## src/rtl/slp_pkg.sv

```systemverilog
package slp_pkg;
    typedef enum logic [1:0] {
        ST_RUN,
        ST_SLEEP,
        ST_WAKE_OSC,
        ST_WAKE_GO
    } slp_state_e;

    typedef enum logic [1:0] {
        WK_NONE,
        WK_IRQ,
        WK_WDT,
        WK_EXT
    } wake_src_e;
endpackage

```

## src/rtl/slp_sync.sv

```systemverilog
module slp_sync #(
    parameter int W      = 1,
    parameter int STAGES = 2
) (
    input  logic         clk,
    input  logic         rst_n,
    input  logic [W-1:0] d,
    output logic [W-1:0] q
);
    logic [W-1:0] stg [STAGES];

    generate
        for (genvar i = 0; i < STAGES; i++) begin : g_stage
            if (i == 0) begin : g_first
                always_ff @(posedge clk or negedge rst_n) begin
                    if (!rst_n) stg[0] <= '0;
                    else        stg[0] <= d;
                end
            end else begin : g_next
                always_ff @(posedge clk or negedge rst_n) begin
                    if (!rst_n) stg[i] <= '0;
                    else        stg[i] <= stg[i-1];
                end
            end
        end
    endgenerate

    assign q = stg[STAGES-1];
endmodule

```

## src/rtl/slp_wdt.sv

```systemverilog
module slp_wdt #(
    parameter int PRE_W = 3,
    parameter int CNT_W = 6
) (
    input  logic             clk,
    input  logic             rst_n,
    input  logic             clr,
    output logic             tick,
    output logic [CNT_W-1:0] count
);
    logic [PRE_W-1:0] pre_q;
    logic [CNT_W-1:0] cnt_q;

    assign tick  = (&pre_q) && (&cnt_q);
    assign count = cnt_q;

    always_ff @(posedge clk or negedge rst_n) begin
        if (!rst_n) begin
            pre_q <= '0;
            cnt_q <= '0;
        end else if (clr) begin
            pre_q <= '0;
            cnt_q <= '0;
        end else begin
            pre_q <= pre_q + 1'b1;
            if (&pre_q) cnt_q <= cnt_q + 1'b1;
        end
    end

    // a clear empties both prescaler and counter on the next cycle
    p_clear_empties_r10: assert property (@(posedge clk) disable iff (!rst_n)
        clr |=> (cnt_q == '0 && pre_q == '0));

    // the terminal count rolls back to zero
    p_tick_wraps_r11: assert property (@(posedge clk) disable iff (!rst_n)
        (tick && !clr) |=> (cnt_q == '0 && pre_q == '0));
endmodule

```

## src/rtl/slp_fsm.sv

```systemverilog
module slp_fsm
    import slp_pkg::*;
(
    input  logic clk,
    input  logic rst_n,
    input  logic sleep_req,
    input  logic clrwdt_req,
    input  logic ext_rst,
    input  logic irq_pend,
    input  logic gie,
    input  logic wdt_tick,
    output logic wdt_clr,
    output logic awake_stat,
    output logic wdt_ok_stat,
    output logic osc_en,
    output logic core_halt,
    output logic wake_go,
    output logic wake_vec,
    output logic dev_reset
);
    slp_state_e state_q, state_n;
    wake_src_e  wake_src;
    logic       accept;
    logic       awake_to;

    // next-state and transition decode
    always_comb begin
        state_n  = state_q;
        wake_src = WK_NONE;
        accept   = 1'b0;
        awake_to = 1'b0;
        if (ext_rst) begin
            state_n = ST_RUN;
            if (state_q == ST_SLEEP) wake_src = WK_EXT;
        end else begin
            unique case (state_q)
                ST_RUN: begin
                    if (wdt_tick) begin
                        awake_to = 1'b1;
                    end else if (sleep_req && !irq_pend) begin
                        state_n = ST_SLEEP;
                        accept  = 1'b1;
                    end
                end
                ST_SLEEP: begin
                    if (irq_pend) begin
                        state_n  = ST_WAKE_OSC;
                        wake_src = WK_IRQ;
                    end else if (wdt_tick) begin
                        state_n  = ST_WAKE_OSC;
                        wake_src = WK_WDT;
                    end
                end
                ST_WAKE_OSC: state_n = ST_WAKE_GO;
                ST_WAKE_GO:  state_n = ST_RUN;
            endcase
        end
    end

    assign wdt_clr = ext_rst || accept || awake_to || clrwdt_req ||
                     (wake_src != WK_NONE);

    // state register
    always_ff @(posedge clk or negedge rst_n) begin
        if (!rst_n) state_q <= ST_RUN;
        else        state_q <= state_n;
    end

    // state-decoded outputs
    always_comb begin
        osc_en    = 1'b1;
        core_halt = 1'b0;
        wake_go   = 1'b0;
        unique case (state_q)
            ST_RUN:      ;
            ST_SLEEP:    begin osc_en = 1'b0; core_halt = 1'b1; end
            ST_WAKE_OSC: core_halt = 1'b1;
            ST_WAKE_GO:  wake_go = 1'b1;
        endcase
    end

    // status and event outputs
    always_ff @(posedge clk or negedge rst_n) begin
        if (!rst_n) begin
            awake_stat  <= 1'b1;
            wdt_ok_stat <= 1'b1;
            wake_vec    <= 1'b0;
            dev_reset   <= 1'b0;
        end else begin
            dev_reset <= ext_rst || awake_to;
            if (accept) begin
                awake_stat  <= 1'b0;
                wdt_ok_stat <= 1'b1;
                wake_vec    <= 1'b0;
            end
            if (wake_src == WK_WDT) wdt_ok_stat <= 1'b0;
            if (wake_src == WK_IRQ) wake_vec <= gie;
            if (awake_to) begin
                awake_stat  <= 1'b1;
                wdt_ok_stat <= 1'b0;
                wake_vec    <= 1'b0;
            end
            if (ext_rst) wake_vec <= 1'b0;
        end
    end

    // accepted sleep updates status and halts
    p_sleep_entry_r2: assert property (@(posedge clk) disable iff (!rst_n)
        (state_q == ST_RUN && sleep_req && !irq_pend && !ext_rst && !wdt_tick)
        |=> (!awake_stat && wdt_ok_stat && !osc_en && core_halt));

    // a pending enabled interrupt turns sleep into a no-op
    p_sleep_nop_r3: assert property (@(posedge clk) disable iff (!rst_n)
        (state_q == ST_RUN && sleep_req && irq_pend && !ext_rst && !wdt_tick)
        |=> ($stable(awake_stat) && $stable(wdt_ok_stat) && !core_halt));

    // enabled interrupt wakes from sleep
    p_irq_wake_r4: assert property (@(posedge clk) disable iff (!rst_n)
        (state_q == ST_SLEEP && irq_pend && !ext_rst) |=> (osc_en && core_halt));

    // oscillator runs for a cycle before the halt is released
    p_osc_lead_r5: assert property (@(posedge clk) disable iff (!rst_n)
        ($fell(core_halt) && !dev_reset) |-> ($past(osc_en) && wake_go));

    // vector path follows the global enable on an interrupt wake
    p_vec_path_r6: assert property (@(posedge clk) disable iff (!rst_n)
        (state_q == ST_SLEEP && irq_pend && !ext_rst) |=> (wake_vec == $past(gie)));

    // watchdog wake records the timeout without a reset
    p_wdt_wake_r7: assert property (@(posedge clk) disable iff (!rst_n)
        (state_q == ST_SLEEP && wdt_tick && !irq_pend && !ext_rst)
        |=> (!wdt_ok_stat && !awake_stat && !dev_reset));

    // external reset returns to run and requests a device reset
    p_ext_reset_r8: assert property (@(posedge clk) disable iff (!rst_n)
        ext_rst |=> (dev_reset && !core_halt && !wake_go));

    // awake timeout raises a reset and records it
    p_awake_to_r11: assert property (@(posedge clk) disable iff (!rst_n)
        (state_q == ST_RUN && wdt_tick && !ext_rst)
        |=> (dev_reset && !wdt_ok_stat && awake_stat));
endmodule

```

## src/rtl/sleep_wake_ctrl.sv

```systemverilog
module sleep_wake_ctrl #(
    parameter int N_IRQ = 4,
    parameter int PRE_W = 3,
    parameter int CNT_W = 6,
    parameter int SYNC_STAGES = 2
) (
    input  logic             clk,
    input  logic             rst_n,
    input  logic             sleep_req,
    input  logic             clrwdt_req,
    input  logic             ext_rst_req,
    input  logic             gie,
    input  logic [N_IRQ-1:0] irq_en,
    input  logic [N_IRQ-1:0] irq_flag,
    output logic             awake_stat,
    output logic             wdt_ok_stat,
    output logic             osc_en,
    output logic             core_halt,
    output logic             wake_go,
    output logic             wake_vec,
    output logic             dev_reset,
    output logic [CNT_W-1:0] wdt_count
);
    localparam int SYNC_W = N_IRQ + 1;

    logic [SYNC_W-1:0] async_in, sync_out;
    logic [N_IRQ-1:0]  flag_s;
    logic              ext_s;
    logic              irq_pend;
    logic              wdt_clr, wdt_tick;

    assign async_in = {ext_rst_req, irq_flag};
    assign flag_s   = sync_out[N_IRQ-1:0];
    assign ext_s    = sync_out[SYNC_W-1];
    assign irq_pend = |(irq_en & flag_s);

    slp_sync #(.W(SYNC_W), .STAGES(SYNC_STAGES)) u_sync (
        .clk   (clk),
        .rst_n (rst_n),
        .d     (async_in),
        .q     (sync_out)
    );

    slp_wdt #(.PRE_W(PRE_W), .CNT_W(CNT_W)) u_wdt (
        .clk   (clk),
        .rst_n (rst_n),
        .clr   (wdt_clr),
        .tick  (wdt_tick),
        .count (wdt_count)
    );

    slp_fsm u_fsm (
        .clk         (clk),
        .rst_n       (rst_n),
        .sleep_req   (sleep_req),
        .clrwdt_req  (clrwdt_req),
        .ext_rst     (ext_s),
        .irq_pend    (irq_pend),
        .gie         (gie),
        .wdt_tick    (wdt_tick),
        .wdt_clr     (wdt_clr),
        .awake_stat  (awake_stat),
        .wdt_ok_stat (wdt_ok_stat),
        .osc_en      (osc_en),
        .core_halt   (core_halt),
        .wake_go     (wake_go),
        .wake_vec    (wake_vec),
        .dev_reset   (dev_reset)
    );

    // the watchdog reads zero in the first cycle of every wake
    p_wdt_zero_on_wake_r9: assert property (@(posedge clk) disable iff (!rst_n)
        $rose(osc_en) |-> (wdt_count == '0));

    // external reset beats an interrupt wake
    p_ext_priority_r13: assert property (@(posedge clk) disable iff (!rst_n)
        (core_halt && !osc_en && ext_s && irq_pend) |=> (!core_halt && !wake_go));
endmodule

```

## config.mk

```make
export PLATFORM = sky130hd
export DESIGN_NAME = sleep_wake_ctrl
export DESIGN_NICKNAME = d
export VERILOG_FILES = /design/src/rtl/slp_pkg.sv /design/src/rtl/slp_sync.sv /design/src/rtl/slp_wdt.sv /design/src/rtl/slp_fsm.sv /design/src/rtl/sleep_wake_ctrl.sv
export SDC_FILE = /design/constraint.sdc
export NUM_CORES = 1
export LEC_CHECK = 0
export BUFFER_PORTS_ARGS = -buffer_cell sky130_fd_sc_hd__buf_2
export CAP_MARGIN = 25
export CORE_ASPECT_RATIO = 0.5
export CORE_MARGIN = 1.5
export CORE_UTILIZATION = 36
export DETAILED_ROUTE_END_ITERATION = 16
export HOLD_SLACK_MARGIN = 0.15
export PLACE_DENSITY_LB_ADDON = 0.15
export SLEW_MARGIN = 15
export SYNTH_ARGS = -nofsm -noshare
export SYNTH_HDL_FRONTEND = slang
export SYNTH_SLANG_ARGS = --single-unit
export TNS_END_PERCENT = 50
```

## constraint.sdc

```tcl
create_clock -name clk -period 1.9 [get_ports clk]
set_input_delay 0.19 -clock clk [delete_from_list [all_inputs] [get_ports clk]]
set_output_delay 0.19 -clock clk [all_outputs]
set_load 0.02 [all_outputs]
```

==> results.rst <==
.. list-table::
   :header-rows: 1

   * - Metric
     - Value
   * - Accumulated negative setup slack
     - 0 ns
   * - Highest clock rate
     - 566 MHz
   * - FF-to-FF End
     - u_fsm.state_q[0]
   * - Endpoint required time on the critical path
     - 2.06 ns
   * - Fraction of the cycle the final worst path needs
     - 92.9%
   * - Final Net Count
     - 152
   * - Total instance count after detailed placement
     - 161
   * - Clock latency on the worst-skew pair
     - 0.27 ns
   * - Crit end category
     - register
   * - FP Rows
     - 14
   * - Overall fraction of global-route tracks in use
     - 14.1%
   * - Clock tree sinks
     - 25
   * - Number of maximum-capacitance violations
     - 0
   * - Vertical die dimension
     - 43.1 um
   * - Sequential element share of the synthesized area
     - 54.4%
   * - R2R Path Start
     - u_wdt.pre_q[0]
   * - Total half-perimeter wirelength after legalization and detailed placement
     - 1.53 mm
   * - Result of the run
     - complete, no violations
   * - Antenna diodes
     - 0
   * - Horizontal die dimension
     - 83.1 um
   * - Maximum level of the CTS H-tree
     - 1
   * - Wire length of the first global-routing pass
     - 3.81 mm
   * - Worst Setup Start Kind
     - register
   * - Final GP Congestion
     - 0.703
   * - Hold path cells
     - 3
   * - Largest net degree at the start of global routing
     - 26
   * - Depth of the worst register-to-register path
     - 6
   * - Root buffer cell
     - sky130_fd_sc_hd__clkbuf_8
   * - Residual DRC
     - 0
   * - Cells after Synth
     - 93
   * - Hold/Removal Path Class
     - in -> reg
   * - Min cycle time layout
     - 1.77 ns
   * - Final Non-Filler Cells
     - 171
   * - Post-Syn Area
     - 1150 um2
   * - Total grt overflow
     - 0
   * - RSZ-0062 raised after global routing
     - no
   * - Number of synthesis warnings
     - 0
   * - Number of distinct standard cells referenced by the synthesized netlist
     - 37
   * - Average wire per standard cell
     - 13.0 um
   * - Peak fanout along the critical path
     - 6
   * - Post-detailed-route via-to-cell ratio
     - 4.67
   * - Routed WL
     - 2.22 mm
   * - Arrival time worst endpoint
     - 1.92 ns
   * - Largest buffer count on any clock path
     - 2
   * - Most frequent cells in the layout
     - sky130_fd_sc_hd__buf_2, sky130_fd_sc_hd__dfrtp_1, sky130_fd_sc_hd__nor2_1
   * - Area of the core
     - 3030 um2
   * - Final std cell area, no fill
     - 1460 um2
   * - Routed via count
     - 798
   * - Placed inst area
     - 1350 um2
   * - Final hold vios
     - 0
   * - Count of final max-slew check failures
     - 0
   * - Worst IR drop on VDD
     - 676 uV
   * - TritonCTS buffer count
     - 3
   * - Number of I/O pins
     - 27
   * - End point of the worst hold path
     - u_fsm.wake_vec
   * - Share of flip-flops with an asynchronous set or reset after synthesis
     - 100%
   * - Synth Register Bits
     - 25
   * - First-iteration detailed-routing DRC count
     - 66
   * - Via count of the first global-routing pass
     - 809
   * - Share of layout cells above drive strength 1
     - 39.7%
   * - Total setup buffers inserted after CTS
     - 0
   * - CTS tree
     - done
   * - Slack of the worst reg-to-reg path
     - 0.13 ns
   * - Most common flop cell mapped by yosys
     - sky130_fd_sc_hd__dfrtp_1
   * - Final setup violation count
     - 0
   * - Most common cell after layout, fill and taps aside
     - sky130_fd_sc_hd__buf_2
   * - Post-synth EDFFs
     - 0
   * - Syn_nets
     - 113
   * - Antenna violations before repair
     - 0
   * - Pwr dens
     - 901 nW/um2
   * - Launch point of the worst hold path
     - gie
   * - First drt pass iteration count
     - 4
   * - Remaining max-slew budget at the tightest pin
     - 61.9%
   * - Area enclosed by the die boundary
     - 3580 um2
   * - Pleak
     - 0.000692 uW
   * - Post-detailed-route count of antenna-violating nets
     - 0
   * - Port bufs
     - 26
   * - Worst-margin pin slew
     - 0.571 ns
   * - Post-Synthesis Mean Instance Area
     - 12.4 um2
   * - Worst clock skew on the final layout
     - 0.00218 ns
   * - Layout area overhead
     - 26.4%
   * - Effective utilization at floorplan
     - 38.1%
   * - Worst-path clk slew
     - 0.09 ns
   * - Worst Setup Path Type
     - reg -> reg
-- sequential cells by signal (all words and copies together), names as in the netlist --
signal             cells
u_fsm.state_q          2
u_sync.q               5
u_fsm.wdt_ok_stat      1
u_wdt.pre_q            3
u_fsm.wake_vec         1
u_sync.stg             5
u_wdt.count            6
u_fsm.dev_reset        1
u_fsm.awake_stat       1
-- report_power, final --
group | leakage [uW] | switching [uW] | internal (uW)
logic | 0.000352 | 223 | 166
registers | 0.000315 | 29.6 | 581
clock network | 0.0000255 | 170 | 147
total | 0.000692 | 422 | 894
-- worst max-delay path by stage --
stage / from / to / slack [ns]
after floorplan: u_wdt.pre_q[0] / u_fsm.state_q[0] / 0.12
after detailed placement: u_wdt.pre_q[0] / u_fsm.state_q[0] / 0.05
after CTS: u_wdt.pre_q[0] / u_wdt.count[4] / 0.03
final: u_wdt.pre_q[0] / u_fsm.state_q[0] / 0.13
after global placement: u_wdt.pre_q[0] / u_fsm.state_q[0] / 0.11
after global routing: u_wdt.pre_q[0] / u_fsm.state_q[0] / 0.02
-- synth_stat cells (all sizes together) (3+ instances only) --
master  number  area [um2]
dfrtp       23         576
ha           6        75.1
nand3        3        32.5
xor2         3        26.3
inv          6        22.5
nor2        14        75.1
nand2        3        11.3
-- routing by layer --
layer | vias up | GRT usage [%] | share of wire, %
met5 | - | 0 | 0
met4 | 0 | 3.00 | 0.32
met3 | 2 | 5.45 | 3.8
met2 | 14 | 22.6 | 44
met1 | 385 | 18.4 | 52
li1 | 397 | - | -
-- cells by family after synthesis --
family                     after synthesis  share of synthesized area, %
buffers and inverters                    8                          3.58
and+or+nand+nor                         29                          15.2
AOI/OAI and AO/OA                       17                          13.9
adders and majority gates                6                          6.50
xor gates and xnor gates                 5                          3.79
DFF                                     25                          54.4
muxes                                    3                          2.71
-- critical path, stage by stage (launching register included) --
cell                        delay [ns]
sky130_fd_sc_hd__dfrtp_1          0.39
sky130_fd_sc_hd__ha_1             0.20
sky130_fd_sc_hd__ha_1             0.22
sky130_fd_sc_hd__nand3_4          0.12
sky130_fd_sc_hd__o2111ai_1        0.15
sky130_fd_sc_hd__a2bb2oi_2        0.23
sky130_fd_sc_hd__mux2_1           0.34
-- metrics by stage --
stage | worst slack [ns] | hold slack (ns) | total power (uW) | utilization [%]
final | 0.134 | 0.163 | 1320 | 48.2
after detailed placement | 0.0539 | 0.219 | 986 | 44.4
after CTS | 0.0328 | 0.156 | 1320 | 47.9
after global placement | 0.109 | 0.213 | 988 | 44.4
after floorplan | 0.116 | -0.106 | 865 | -
after global routing | 0.0163 | 0.157 | 1410 | 48.2
-- final cells by class --
type                    count  area (um2)
well taps                  40        50.0
multi-input cells          60         493
inverters                   6        22.5
clock buffers               3        41.3
fillers                   291        1570
clock inverters             1        5.00
flip-flops and latches     25         628
repair buffers             36         220
-- what timing repair did --
action,CTS,global route
gates resized for setup,0,2
hold endpoints to repair,28,0
endpoints found under the setup margin,0,11
hold buffers,6,0
Note: power is estimated with default switching activity, not from simulation.
